--- config.mk ---
export PLATFORM = sky130hd
export DESIGN_NAME = scl_div_search
export DESIGN_NICKNAME = d
export VERILOG_FILES = /design/src/rtl/scl_div_pkg.sv /design/src/rtl/scl_serial_div.sv /design/src/rtl/scl_grid_eval.sv /design/src/rtl/scl_div_search.sv
export SDC_FILE = /design/constraint.sdc
export NUM_CORES = 1
export LEC_CHECK = 0
export ABC_CLOCK_PERIOD_IN_PS = 8400
export BUFFER_PORTS_ARGS = -buffer_cell sky130_fd_sc_hd__buf_2
export CAP_MARGIN = 20
export CORE_MARGIN = 8
export CORE_UTILIZATION = 60
export DETAILED_ROUTE_END_ITERATION = 10
export GPL_TIMING_DRIVEN = 0
export PLACE_DENSITY = 0.91
export SYNTH_ARGS = -nofsm -noshare
export SYNTH_HDL_FRONTEND = slang
export SYNTH_SLANG_ARGS = --single-unit
--- constraint.sdc ---
create_clock -name clk -period 8.4 [get_ports clk]
set_clock_uncertainty 0.2 [all_clocks]
set_input_delay 0.42 -clock clk [delete_from_list [all_inputs] [get_ports clk]]
set_output_delay 0.42 -clock clk [all_outputs]
set_load 0.1 [all_outputs]
--- src/rtl/scl_div_pkg.sv ---
package scl_div_pkg;

  typedef enum logic [2:0] {
    ST_IDLE,
    ST_TGT,
    ST_KHZ,
    ST_FLT,
    ST_SRCH,
    ST_FIN
  } srch_st_e;

  localparam logic [7:0] NO_FIT_CODE = 8'h31;

endpackage

--- src/rtl/scl_serial_div.sv ---
module scl_serial_div #(
  parameter int W = 32
) (
  input  logic         clk,
  input  logic         rst_n,
  input  logic         go,
  input  logic [W-1:0] num,
  input  logic [W-1:0] den,
  output logic         rdy,
  output logic [W-1:0] quo
);
  localparam int CW = $clog2(W + 1);

  logic         run_q, run_d;
  logic         rdy_q, rdy_d;
  logic [CW-1:0] cnt_q, cnt_d;
  logic [W-1:0] rem_q, rem_d;
  logic [W-1:0] quo_q, quo_d;
  logic [W-1:0] den_q, den_d;
  logic [W:0]   shl;
  logic [W:0]   dif;

  always_comb begin
    run_d = run_q;
    rdy_d = 1'b0;
    cnt_d = cnt_q;
    rem_d = rem_q;
    quo_d = quo_q;
    den_d = den_q;
    shl   = {rem_q, quo_q[W-1]};
    dif   = shl - {1'b0, den_q};
    if (go) begin
      run_d = 1'b1;
      cnt_d = CW'(W);
      rem_d = '0;
      quo_d = num;
      den_d = den;
    end else if (run_q) begin
      if (shl >= {1'b0, den_q}) begin
        rem_d = dif[W-1:0];
        quo_d = {quo_q[W-2:0], 1'b1};
      end else begin
        rem_d = shl[W-1:0];
        quo_d = {quo_q[W-2:0], 1'b0};
      end
      cnt_d = cnt_q - CW'(1);
      if (cnt_q == CW'(1)) begin
        run_d = 1'b0;
        rdy_d = 1'b1;
      end
    end
  end

  always_ff @(posedge clk or negedge rst_n) begin
    if (!rst_n) begin
      run_q <= 1'b0;
      rdy_q <= 1'b0;
      cnt_q <= '0;
      rem_q <= '0;
      quo_q <= '0;
      den_q <= '0;
    end else begin
      run_q <= run_d;
      rdy_q <= rdy_d;
      cnt_q <= cnt_d;
      rem_q <= rem_d;
      quo_q <= quo_d;
      den_q <= den_d;
    end
  end

  assign rdy = rdy_q;
  assign quo = quo_q;
endmodule

--- src/rtl/scl_grid_eval.sv ---
module scl_grid_eval #(
  parameter int FILT_W = 8,
  parameter int DIV_W  = 20,
  parameter int IDX_W  = 3,
  parameter int A_MIN  = 10,
  parameter int A_STEP = 2,
  parameter int SH0    = 4,
  parameter int K0     = 4
) (
  input  logic [IDX_W-1:0]  ga_off,
  input  logic [IDX_W-1:0]  gb,
  input  logic [FILT_W-1:0] filt,
  output logic [DIV_W-1:0]  cand,
  output logic [7:0]        code
);
  localparam int TRI_W = FILT_W + 2;

  logic [TRI_W-1:0] tri3;
  logic [TRI_W-1:0] qb;
  logic [DIV_W-1:0] a_val;
  logic [DIV_W-1:0] sum;
  logic [IDX_W:0]   kk;

  always_comb begin
    tri3  = {2'b00, filt} + {1'b0, filt, 1'b0};
    qb    = tri3 >> (SH0 + int'(gb));
    a_val = DIV_W'(A_MIN) + DIV_W'(ga_off) * DIV_W'(A_STEP);
    sum   = a_val + (DIV_W'(qb) << 1);
    cand  = sum << (SH0 + int'(gb));
    kk    = (IDX_W + 1)'(K0) + {1'b0, ga_off};
    code  = {2'b00, kk[2], gb, kk[1:0]};
  end
endmodule

--- src/rtl/scl_div_search.sv ---
module scl_div_search
  import scl_div_pkg::*;
#(
  parameter int CLK_W    = 32,
  parameter int TGT_W    = 16,
  parameter int FILT_W   = 8,
  parameter int DIV_W    = 20,
  parameter int IDX_W    = 3,
  parameter int KHZ_DIV  = 1000,
  parameter int FILT_MUL = 5,
  parameter int FILT_DIV = 100000
) (
  input  logic              clk,
  input  logic              rst_n,
  input  logic              start,
  input  logic [CLK_W-1:0]  clk_hz,
  input  logic [CLK_W-1:0]  bus_hz,
  output logic              busy,
  output logic              done,
  output logic [7:0]        code,
  output logic [FILT_W-1:0] filt,
  output logic [DIV_W-1:0]  div_out
);
  localparam int PT_W = 2 * IDX_W;

  logic [1:0]        rs_q;
  logic              rst_s_n;
  srch_st_e          st_q, st_d;
  logic [CLK_W-1:0]  clk_q, clk_d;
  logic [TGT_W-1:0]  tgt_q, tgt_d;
  logic [FILT_W-1:0] filt_q, filt_d;
  logic [DIV_W-1:0]  best_q, best_d;
  logic [7:0]        code_q, code_d;
  logic [PT_W-1:0]   pt_q, pt_d;
  logic              dv_go, dv_rdy;
  logic [CLK_W-1:0]  dv_num, dv_den, dv_quo;
  logic [DIV_W-1:0]  cand;
  logic [7:0]        cand_code;

  always_ff @(posedge clk or negedge rst_n) begin
    if (!rst_n) rs_q <= 2'b00;
    else        rs_q <= {rs_q[0], 1'b1};
  end
  assign rst_s_n = rs_q[1];

  scl_serial_div #(.W(CLK_W)) u_div (
    .clk  (clk),
    .rst_n(rst_s_n),
    .go   (dv_go),
    .num  (dv_num),
    .den  (dv_den),
    .rdy  (dv_rdy),
    .quo  (dv_quo)
  );

  scl_grid_eval #(
    .FILT_W(FILT_W), .DIV_W(DIV_W), .IDX_W(IDX_W),
    .A_MIN(10), .A_STEP(2), .SH0(4), .K0(4)
  ) u_grid (
    .ga_off(pt_q[PT_W-1:IDX_W]),
    .gb    (pt_q[IDX_W-1:0]),
    .filt  (filt_q),
    .cand  (cand),
    .code  (cand_code)
  );

  always_comb begin
    st_d   = st_q;
    clk_d  = clk_q;
    tgt_d  = tgt_q;
    filt_d = filt_q;
    best_d = best_q;
    code_d = code_q;
    pt_d   = pt_q;
    dv_go  = 1'b0;
    dv_num = clk_hz;
    dv_den = bus_hz;
    unique case (st_q)
      ST_IDLE: begin
        if (start) begin
          dv_go = 1'b1;
          clk_d = clk_hz;
          st_d  = ST_TGT;
        end
      end
      ST_TGT: begin
        dv_num = clk_q;
        dv_den = CLK_W'(KHZ_DIV);
        if (dv_rdy) begin
          tgt_d = (|dv_quo[CLK_W-1:TGT_W]) ? '1 : dv_quo[TGT_W-1:0];
          dv_go = 1'b1;
          st_d  = ST_KHZ;
        end
      end
      ST_KHZ: begin
        dv_num = dv_quo * CLK_W'(FILT_MUL);
        dv_den = CLK_W'(FILT_DIV);
        if (dv_rdy) begin
          dv_go = 1'b1;
          st_d  = ST_FLT;
        end
      end
      ST_FLT: begin
        if (dv_rdy) begin
          filt_d = dv_quo[FILT_W-1:0];
          best_d = '1;
          code_d = NO_FIT_CODE;
          pt_d   = '0;
          st_d   = ST_SRCH;
        end
      end
      ST_SRCH: begin
        if ((cand > DIV_W'(tgt_q)) && (cand < best_q)) begin
          best_d = cand;
          code_d = cand_code;
        end
        pt_d = pt_q + PT_W'(1);
        if (&pt_q) st_d = ST_FIN;
      end
      ST_FIN: st_d = ST_IDLE;
      default: st_d = ST_IDLE;
    endcase
  end

  always_ff @(posedge clk or negedge rst_s_n) begin
    if (!rst_s_n) begin
      st_q   <= ST_IDLE;
      clk_q  <= '0;
      tgt_q  <= '0;
      filt_q <= '0;
      best_q <= '1;
      code_q <= NO_FIT_CODE;
      pt_q   <= '0;
    end else begin
      st_q   <= st_d;
      clk_q  <= clk_d;
      tgt_q  <= tgt_d;
      filt_q <= filt_d;
      best_q <= best_d;
      code_q <= code_d;
      pt_q   <= pt_d;
    end
  end

  assign busy    = (st_q != ST_IDLE);
  assign done    = (st_q == ST_FIN);
  assign code    = code_q;
  assign filt    = filt_q;
  assign div_out = best_q;
endmodule

==> flow_metrics.tcl <==
set metrics [dict create \
    status "finished, violations left" \
    failed_checks "hold timing" \
    cts_buffer_depth 2 \
    cts.sinks 197 \
    met1_usage_pct 37.6 \
    layout_common_cells "nand2_1, dfrtp_1, ha_1, o21ai_0, a21oi_1" \
    worst_setup_path_end_kind "flip-flop" \
    p_int_mw 1.38 \
    cts_tree "done" \
    io_pins 105 \
    wl_per_cell_um 20.2 \
    synth_area_um2 14100 \
    clockRootBuffer "clkbuf_16" \
    cp-start-kind "flip-flop" \
    pwr-share-clk_pct 44.1 \
    io_buffers 102 \
    slowest_stage "dfrtp_1" \
    cp.arrival_ns 6.95 \
    final_common_cell "nand2_1" \
    drc 0 \
    dominantRegCellSynth "dfrtp_1" \
    p_leak_nw 8.00 \
    htreeDepth 4 \
    syn_to_final_growth_pct 13.0 \
    synthDistinctLibCells 85 \
    clkTransAtPathRegs_ns 0.08 \
    antenna_found_initial 2 \
    gp_congestion 0.960 \
    dpl-instance-area_um2 15100 \
    synth-seq-area-share_pct 35.1 \
    cap_violations 0 \
    synth_edf_count 0 \
    slew_violations 0 \
    rsz0062_at_grt "no" \
    vias 13550 \
    fillCellCount 1831 \
    holdWs_ns -0.0000830 \
    utilization_pct 68.5 \
    die_h_um 169 \
    post_drt_via_cell_ratio 6.44 \
    peakVddDrop_mv 0.145 \
    seqPwrFrac_pct 52.2 \
    dp_hpwl_mm 31.0 \
    met2_usage_pct 46.4 \
    grt_pass1_vias 13188 \
    max_freq_mhz 147 \
    synthArstFlopShare_pct 100 \
    met3_usage_pct 6.16 \
    switchingPower_uw 451 \
    critPathKind "flip-flop to flip-flop" \
    die_w_um 169 \
    cts_made_buffers 17 \
    grt_max_degree 75 \
    critical_path_required_ns 8.53 \
    fin_crit_ns 6.82 \
    grt-ovfl-total 0 \
    ys_ff_latch 197 \
    setup_violations 0 \
    slew_headroom_pct 37.3 \
    tns_ns 0 \
    tightest_slew_ns 0.934 \
    wl_mm 42.6 \
    design.core.area_um2 23300 \
    cp_slowest_stage_delay_ns 0.43 \
    cts_resized 0 \
    path_max_fanout 8 \
    drive_gt1_share_pct 11.5 \
    start_util_pct 60.6 \
    drt_iter0_markers 1477 \
    total_power_mw 1.83 \
    layout.nets 1977 \
    grt_usage_pct 29.3 \
    ys_warn_count 0 \
    swShare_pct 24.7 \
    rows 56 \
    dr.pass1.iters 6 \
    syn_inst 1610 \
    busiest_layer "met2" \
    pwr_density_cell_nw_per_um2 115 \
    syn_area_per_cell_um2 8.76 \
    stdcell_area_um2 15900 \
    post-route-period-util_pct 81.2 \
    postRouteAntennaNets 0 \
    min_path_type "input pin to flip-flop" \
    grt_first_pass_wirelength_mm 67.6 \
    finalHoldViolations 1 \
    dieArea_um2 28700 \
    combinationalPowerShare_pct 3.6 \
    insertion_delay_ns 0.45 \
]
## timing repair
action,4_1_cts,5_1_grt
setup endpoints to repair,0,0
hold buffers,25,0
endpoints found under the hold margin,26,0
buffers inserted,0,0
## power by group through the flow
stage / Clock, mW / Combinational (mW) / Sequential, mW
after floorplan: 0 / 0.0166 / 0.980
after global placement: 0 / 0.0391 / 0.985
after detailed placement: 0 / 0.0565 / 0.973
after CTS: 0.801 / 0.0656 / 0.954
after global routing: 0.841 / 0.0731 / 0.955
final: 0.806 / 0.0666 / 0.954
## logic make-up after synthesis
kind of cell               Yosys count  share of synthesized area, %
AOI/OAI and AO/OA                  492                          23.2
xor gates and xnor gates            58                          3.60
adders and majority gates          140                          12.6
buffers and inverters              195                          5.49
DFF                                197                          35.1
muxes                               66                          4.79
other                                2                        0.0532
and+or+nand+nor                    460                          15.2
## path summary, 6_finish.rpt
check / start / to / slack, ns / cells past startpoint
worst max register to register: filt[2]$_DFFE_PN0P_ / code[2]$_DFFE_PN0P_ / 1.58 / 29
max in group asynchronous: rs_q[1]$_DFF_PN0_ / u_div.rem_q[15]$_DFFE_PN0P_ / 6.97 / 1
worst max-delay path: filt[2]$_DFFE_PN0P_ / code[2]$_DFFE_PN0P_ / 1.58 / 29
worst min-delay path: bus_hz[26] / u_div.den_q[26]$_DFFE_PN0P_ / -0.00008 / 3
min in group asynchronous: rst_n / rs_q[1]$_DFF_PN0_ / 0.09 / 2
worst min register to register: rs_q[0]$_DFF_PN0_ / rs_q[1]$_DFF_PN0_ / 0.16 / 0
## registers in the layout, indices dropped and copies added (netlist names)
signal / count
st_q: 3
code: 6
u_div.den_q: 32
rs_q: 2
u_div.quo: 32
pt_q: 6
div_out: 20
u_div.cnt_q: 6
u_div.run_q: 1
clk_q: 32
u_div.rdy: 1
u_div.rem_q: 32
filt: 8
tgt_q: 16
## metal layers
layer	vias to the layer above	wire length, um
met3	139	4430
met5	-	0
li1	6130	-
met4	0	1870
met2	835	19400
met1	6446	16800
## Yosys cell counts, drive strengths merged, types with 30 or more instances
cell type / count / area [um^2]
mux2i: 54 / 541
a211oi: 33 / 253
a21o: 30 / 225
clkbuf: 60 / 225
dfrtp: 174 / 4350
nor2: 67 / 251
o21ai: 124 / 632
nand3: 46 / 230
inv: 111 / 417
ha: 136 / 1700
xnor2: 38 / 333
a21oi: 114 / 586
nand2: 219 / 822
## through the flow
stage	std cells	worst slack, ns
6_report	2105	1.58
5_1_grt	2105	1.22
4_1_cts	2103	1.72
3_5_place_dp	2046	1.78
3_3_place_gp	2043	0.210
2_1_floorplan	1622	1.95
## layout make-up
type	count	area [um^2]	share of cell area (%)
Tap cell	319	399	2.50
Buffer	82	350	2.20
Antenna cell	2	5.00	0.0314
Sequential cell	197	4960	31.1
Multi-Input combinational cell	1230	8420	52.8
Clock inverter	13	116	0.730
Clock buffer	19	443	2.78
Inverter	113	424	2.66
Timing Repair Buffer	130	823	5.16
## worst max-delay path: cells and delay by family (launching register included)
kind	cells	cell delay, ns
buffers and inverters	2	0.21
AO/OA/AOI/OAI	12	2.86
flip-flops	1	0.43
multiplexers	3	0.77
adder cells (fa/ha/maj)	4	1.02
AND/OR/NAND/NOR	8	1.22
Power figures use the tool's default switching activity.
